`src/rtl/npc_pkg.sv`:
```
package npc_pkg;
  localparam int INSN_W = 32;
  localparam int OPC_W  = 6;
  localparam logic [OPC_W-1:0] OPC_JUMP  = 6'h1A;
  localparam logic [2:0]       BR_GROUP  = 3'b111;

  typedef enum logic [2:0] {
    C_LBC = 3'd0, C_EQ = 3'd1, C_LT = 3'd2, C_LE = 3'd3,
    C_LBS = 3'd4, C_NE = 3'd5, C_GE = 3'd6, C_GT = 3'd7
  } br_cond_e;

  function automatic logic cond_hit(br_cond_e c, logic z, logic n, logic l);
    case (c)
      C_LBC:   return !l;
      C_EQ:    return z;
      C_LT:    return n;
      C_LE:    return n | z;
      C_LBS:   return l;
      C_NE:    return !z;
      C_GE:    return !n;
      default: return !n && !z;
    endcase
  endfunction
endpackage

```
`src/rtl/npc_cond_eval.sv`:
```
module npc_cond_eval
  import npc_pkg::*;
#(
  parameter int XLEN = 64
) (
  input  logic [XLEN-1:0] val_i,
  input  br_cond_e        cond_i,
  output logic            take_o
);
  localparam int NCOND = 8;

  logic is_zero, is_neg, lsb;
  logic [NCOND-1:0] hit;

  assign is_zero = (val_i == '0);
  assign is_neg  = val_i[XLEN-1];
  assign lsb     = val_i[0];

  for (genvar g = 0; g < NCOND; g++) begin : g_test
    assign hit[g] = cond_hit(br_cond_e'(g), is_zero, is_neg, lsb);
  end

  assign take_o = hit[cond_i];

  always_comb begin
    assert_eq_ne_excl_R2: assert (hit[C_EQ] != hit[C_NE]);
    assert_lt_ge_excl_R2: assert (hit[C_LT] != hit[C_GE]);
    assert_le_cover_R2:   assert (hit[C_LE] == (hit[C_LT] | hit[C_EQ]));
    assert_lowbit_excl_R3: assert (hit[C_LBC] != hit[C_LBS]);
  end
endmodule

```
`src/rtl/npc_target_gen.sv`:
```
module npc_target_gen #(
  parameter int XLEN   = 64,
  parameter int DISP_W = 21
) (
  input  logic [XLEN-1:0]   pc_i,
  input  logic [DISP_W-1:0] disp_i,
  input  logic [XLEN-1:0]   jreg_i,
  output logic [XLEN-1:0]   seq_o,
  output logic [XLEN-1:0]   br_tgt_o,
  output logic [XLEN-1:0]   jmp_tgt_o
);
  localparam int SH    = 2;
  localparam int EXT_W = XLEN - DISP_W - SH;

  logic [XLEN-1:0] offset;

  assign seq_o     = pc_i + XLEN'(1 << SH);
  assign offset    = {{EXT_W{disp_i[DISP_W-1]}}, disp_i, {SH{1'b0}}};
  assign br_tgt_o  = seq_o + offset;
  assign jmp_tgt_o = {jreg_i[XLEN-1:SH], {SH{1'b0}}};

  always_comb begin
    assert_jmp_aligned_R6: assert (jmp_tgt_o[SH-1:0] == '0);
    assert_br_step_R4:     assert ((br_tgt_o[SH-1:0] == seq_o[SH-1:0]));
  end
endmodule

```
`src/rtl/nextpc_unit.sv`:
```
module nextpc_unit
  import npc_pkg::*;
#(
  parameter int XLEN   = 64,
  parameter int RIDX_W = 5,
  parameter int DISP_W = 21
) (
  input  logic [XLEN-1:0]   pc_i,
  input  logic [INSN_W-1:0] insn_i,
  input  logic [XLEN-1:0]   ra_val_i,
  input  logic [XLEN-1:0]   rb_val_i,
  output logic [XLEN-1:0]   next_pc_o,
  output logic              taken_o,
  output logic              link_we_o,
  output logic [RIDX_W-1:0] link_idx_o,
  output logic [XLEN-1:0]   link_data_o
);
  localparam int OPC_LSB = INSN_W - OPC_W;
  localparam int RA_LSB  = OPC_LSB - RIDX_W;
  localparam int RB_LSB  = RA_LSB - RIDX_W;
  localparam logic [RIDX_W-1:0] ZERO_IDX = '1;

  logic [OPC_W-1:0]  opc;
  logic [RIDX_W-1:0] ra_idx, rb_idx;
  logic [XLEN-1:0]   ra_eff, rb_eff;
  logic [XLEN-1:0]   seq, br_tgt, jmp_tgt;
  logic              is_br, is_jmp, br_take;
  br_cond_e          cond;

  assign opc    = insn_i[INSN_W-1:OPC_LSB];
  assign ra_idx = insn_i[OPC_LSB-1:RA_LSB];
  assign rb_idx = insn_i[RA_LSB-1:RB_LSB];
  assign cond   = br_cond_e'(opc[2:0]);
  assign is_br  = (opc[OPC_W-1:3] == BR_GROUP);
  assign is_jmp = (opc == OPC_JUMP);

  // hard-wired zero register
  assign ra_eff = (ra_idx == ZERO_IDX) ? '0 : ra_val_i;
  assign rb_eff = (rb_idx == ZERO_IDX) ? '0 : rb_val_i;

  npc_cond_eval #(.XLEN(XLEN)) i_cond (
    .val_i (ra_eff),
    .cond_i(cond),
    .take_o(br_take)
  );

  npc_target_gen #(.XLEN(XLEN), .DISP_W(DISP_W)) i_tgt (
    .pc_i     (pc_i),
    .disp_i   (insn_i[DISP_W-1:0]),
    .jreg_i   (rb_eff),
    .seq_o    (seq),
    .br_tgt_o (br_tgt),
    .jmp_tgt_o(jmp_tgt)
  );

  always_comb begin
    taken_o   = 1'b0;
    next_pc_o = seq;
    if (is_jmp) begin
      taken_o   = 1'b1;
      next_pc_o = jmp_tgt;
    end else if (is_br && br_take) begin
      taken_o   = 1'b1;
      next_pc_o = br_tgt;
    end
  end

  assign link_we_o   = is_jmp && (ra_idx != ZERO_IDX);
  assign link_idx_o  = ra_idx;
  assign link_data_o = seq;

  always_comb begin
    assert_link_implies_taken_R7: assert (!link_we_o || taken_o);
    assert_link_not_zero_R7:      assert (!link_we_o || link_idx_o != ZERO_IDX);
    assert_link_value_R7:         assert (!link_we_o || link_data_o == pc_i + XLEN'(4));
    assert_fallthrough_R5:        assert (taken_o || next_pc_o == pc_i + XLEN'(4));
  end
endmodule

```
`config.mk`:
```
export PLATFORM = sky130hd
export DESIGN_NAME = nextpc_unit
export DESIGN_NICKNAME = d
export VERILOG_FILES = /design/src/rtl/npc_pkg.sv /design/src/rtl/npc_cond_eval.sv /design/src/rtl/npc_target_gen.sv /design/src/rtl/nextpc_unit.sv
export SDC_FILE = /design/constraint.sdc
export NUM_CORES = 1
export LEC_CHECK = 0
export BUFFER_PORTS_ARGS = -buffer_cell sky130_fd_sc_hd__buf_4
export CAP_MARGIN = 20
export CORE_AREA = 2 2 140 142
export DETAILED_ROUTE_END_ITERATION = 10
export DIE_AREA = 0 0 142 144
export GPL_TIMING_DRIVEN = 0
export PLACE_DENSITY = 0.74
export SYNTH_ARGS = -nofsm -noshare
export SYNTH_HDL_FRONTEND = slang
export SYNTH_HIERARCHICAL = 1
export SYNTH_SLANG_ARGS = --single-unit
```
`constraint.sdc`:
```
create_clock -name vclk -period 13.95
set_input_delay 1.395 -clock vclk [all_inputs]
set_output_delay 1.395 -clock vclk [all_outputs]
set_load 0.02 [all_outputs]
```
# Word level (Yosys, flattened, before mapping)
# Cells that the tools add are included.
[totals]
latch_bits = 0
input_bits = 224
rom_bits = 0
wordCells = 24
ff_bits = 0
mem_count = 0
ram_bits = 0
out_inout_bits = 135
[op_classes]
n_addsub = 2
bitwise_logic = 1
multipliers = 0
n_div = 0
n_lt_le_gt_ge = 1
muxes = 8
shift = 0
n_eq_ne = 5
reduce_logical = 7
[op_table]
columns = ["op", "count"]
rows = [
  ["64-bit 2-to-1 mux", 4],
  ["64-bit by 3-bit adder with 64-bit output, second input constant", 1],
  ["64-bit adder", 1],
  ["64-bit logical NOT", 1],
  ["5-bit == test, second input constant", 2],
  ["6-bit by 5-bit == test with 1-bit output, second input constant", 1],
  ["5-bit inequality test, second input constant", 1],
  ["3-bit by 4-bit < comparator with 1-bit output, second input constant", 1],
  ["1-bit binary-select mux with 3-bit select", 1],
  ["3-bit == test, second input constant", 1],
  ["1-bit logical AND", 3],
  ["1-bit logical NOT", 3],
  ["1-bit 2-to-1 mux", 3],
  ["1-bit OR", 1],
]

# Logic depth before layout (Yosys ltp)
[depth]
ltp_word = 10
mapped_depth = 24
ltp_nobuf = 20

# Cells and area by module
# Netlist, hierarchy kept.
[modules_own_cells]
columns = ["mod", "area_per_inst_um2", "n_inst", "seq_area_each_um2", "cells_per_inst"]
rows = [
  ["npc_target_gen", 5342.6, 1, 0.0, 799],
  ["nextpc_unit", 2593.7, 1, 0.0, 297],
  ["npc_cond_eval", 186.4, 1, 0.0, 27],
]

# Worst setup path after synthesis
# OpenSTA, ideal clock, no wires.
[synth_timing]
path_kind = "input to output"
start = "input pc_i[4]"
end = "output next_pc_o[59]"
cell_stages = 23
required_time_ns = 12.555
arrival_time_ns = 5.838
slack_ns = 6.717
n_path_buf = 3
cell_sequence = "and4_4 -> and4_1 -> buf_4 -> and3_1 -> buf_4 -> and2_4 -> buf_6 -> nand2_1 -> nor2_1 -> nand2_1 -> xnor2_1 -> ha_1 -> nand2_1 -> o21ai_0 -> a2111oi_0 -> a21oi_1 -> a22oi_1 -> nand3_1 -> a21oi_1 -> o31ai_1 -> xor2_1 -> mux2_2 -> mux2_2"
[synth_via]
elab_chain_cells = 4
[synth_lines]
columns = ["element", "line", "text"]
rows = [
  ["start: declaration", "nextpc_unit.sv:8", "input logic [XLEN-1:0] pc_i,"],
  ["64-bit by 3-bit adder with 64-bit output", "npc_target_gen.sv:17", "assign seq_o = pc_i + XLEN'(1 << SH);"],
  ["via link_data_o[41]", "nextpc_unit.sv:16", "output logic [XLEN-1:0] link_data_o"],
  ["64-bit adder", "npc_target_gen.sv:19", "assign br_tgt_o = seq_o + offset;"],
  ["via br_tgt[59]", "nextpc_unit.sv:26", "logic [XLEN-1:0] seq, br_tgt, jmp_tgt;"],
  ["64-bit 2-to-1 mux", "nextpc_unit.sv:62", "end else if (is_br && br_take) begin"],
  ["64-bit 2-to-1 mux", "nextpc_unit.sv:59", "if (is_jmp) begin"],
  ["end: declaration", "nextpc_unit.sv:12", "output logic [XLEN-1:0] next_pc_o,"],
]
# The timed path passes the listed nets, and every way through them passes these cells.

# Final worst setup path
[layout_timing]
start = "input pc_i[4]"
end = "output next_pc_o[63]"
[layout_via]
elab_chain_cells = 4
[layout_lines]
columns = ["element", "line"]
rows = [
  ["64-bit by 3-bit adder with 64-bit output", "npc_target_gen.sv:17"],
  ["64-bit adder", "npc_target_gen.sv:19"],
  ["via br_tgt[63]", "nextpc_unit.sv:26"],
  ["64-bit 2-to-1 mux", "nextpc_unit.sv:62"],
  ["64-bit 2-to-1 mux", "nextpc_unit.sv:59"],
]
# The timed path passes the listed nets, and every way through them passes these cells.

==> results by group <==
Run status
  – Outcome: finished, final reports clean

Power
  – Worst vdd ir: 27.71 µV
  – Fraction of power spent switching nets: 51.39%
  – Clock power frac: 0%
  – P_int: 204.2 µW
  – Combinational share of power: 100.0%
  – Static Leak: 5.181 nW
  – Pwr/cell area: between 30 and 40 nW/µm²
  – Sw Pwr: 215.9 µW
  – Seq pwr share: 0%

Die
  – Core ar.: 19,080 µm²
  – Die width: 142 µm
  – # rows: between 50 and 60
  – Initial cell density of the core: 42.51%
  – Die area: 20,450 µm²
  – Height of the die: 144 µm
  – Io pins: 359

Timing
  – RSZ-0062 raised after global routing: false
  – Worst Tran Pin Value: 761.3 ps
  – Post-route clock period utilization: 60.03%
  – Slew HR: between 40 and 50%
  – Hold_ws: 3002 ps
  – # setup viols final: 0
  – Final Slew Violations: 0
  – Max Freq: 119.4 MHz
  – Setup ws final: 5576 ps
  – Final hold vios: 0
  – Final TNS setup: 0 ps
  – Minimum clock period: about 8400 ps

Critical path
  – Most used cell, CP: buf_4
  – Kind of end point of the critical path: output pin
  – Setup CP Type: input pin to output pin
  – Crit path max fanout: 10
  – Worst Setup Start Kind: input pin
  – Worst Path Required: 12,560 ps
  – Critical Path Max Stage Delay: 540 ps
  – Crit-path slowest cell: a2111oi_0
  – WP data arrival: 6980 ps

Synthesis
  – Synthesized area: 8110 µm²
  – Yosys warns: 6
  – Synthesized instance count: 1,121
  – Mean post-synth cell area: 7.235 µm²

Place
  – Detailed placer's ending HPWL: approximately 26 mm
  – RePlAce Congestion: 0.9536
  – Port Buffers: 355
  – Worst slack, placed: between 5000 and 6000 ps
  – DP Area: roughly 11,000 µm²

Routing
  – Via density: 5.443
  – Final WL: 29.60 mm
  – Via Count: 9,351
  – Drt drc: 0
  – Pre-antenna DRT Iters: 6
  – Drt wl/cell: 17.23 µm
  – ANT nets after route: 0
  – Initial DRC count: 434

CTS
  – Post-CTS sizing: 0
  – # hold bufs at CTS: 0
  – Post-CTS setup buffers: 0

Finish
  – Fin util: 58.14%
  – Syn-to-layout area delta: 36.76%
  – Clock buf count: 0
  – Most frequent cells in the layout: buf_4, and2_1, a21oi_1
  – Sequential Area: 0 µm²
  – FFs & Latches: 0
  – Final net count: 1,774
  – Most common cell after layout, fill and taps aside: buf_4
  – Layout cell share with drive strength beyond 1: 36.98%
  – Post-route cell area: roughly 11,000 µm²

Global route
  – GRT Util Overall: 27.01%
  – Initial antenna violation count: 1
  – Number of global-route vias before repair: 8,857
  – Global route overflow: 0
  – Largest net degree at the start of global routing: 49
  – First-pass GRT wire length: 44.66 mm

Hold path
  – Hold Path Class: input pin to output pin

Run
  – Max-Cap Viols: 0
==> area by class of cell <==
cell class	count	area (µm²)
buffer	122	829.5
inverter	25	93.84
multi-input combinational	975	7191
timing repair buffer	357	2678
antenna	1	2.502
fill	1836	7988
tap	238	297.8
==> worst paths after layout <==
check	start	to	slack [ps]	cells past startpoint
setup / recovery	pc_i[4]	next_pc_o[63]	5580	25
hold / removal	pc_i[0]	link_data_o[0]	3000	2
==> through the flow <==
| stage | cells | power, mW |
|---|---|---|
| CTS | 1716 | 0.4182 |
| global route | 1718 | 0.4570 |
| finish | 1718 | 0.4202 |
| detailed placement | 1716 | 0.4160 |
| global placement | 1715 | 0.4121 |
| floorplan | 1122 | 0.2670 |
==> worst max-delay path, delay by kind of cell <==
kind,cells,cell delay (ps)
AO/OA/AOI/OAI,6,1700
XOR/XNOR,2,440
adder cells (fa/ha/maj),1,370
buffers and inverters,5,750
multiplexers,2,530
AND/OR/NAND/NOR,9,1760
==> power by group through the flow <==
stage	Clock, mW	Sequential (mW)	Combinational, mW
finish	0.00000000960	0	0.420
global route	0.00000000959	0	0.457
CTS	0	0	0.418
detailed placement	0	0	0.416
global placement	0	0	0.412
floorplan	0	0	0.267
==> per-layer routing <==
layer / routed length (µm) / part of all wire (%) / track usage, %
met5: 0 / 0 / 0
met4: 695 / 2.3 / 5.474
met3: 2245 / 7.6 / 4.437
met2: 14520 / 49 / 49.53
met1: 12150 / 41 / 33.25
No activity file was read; power rests on OpenSTA's default activity.
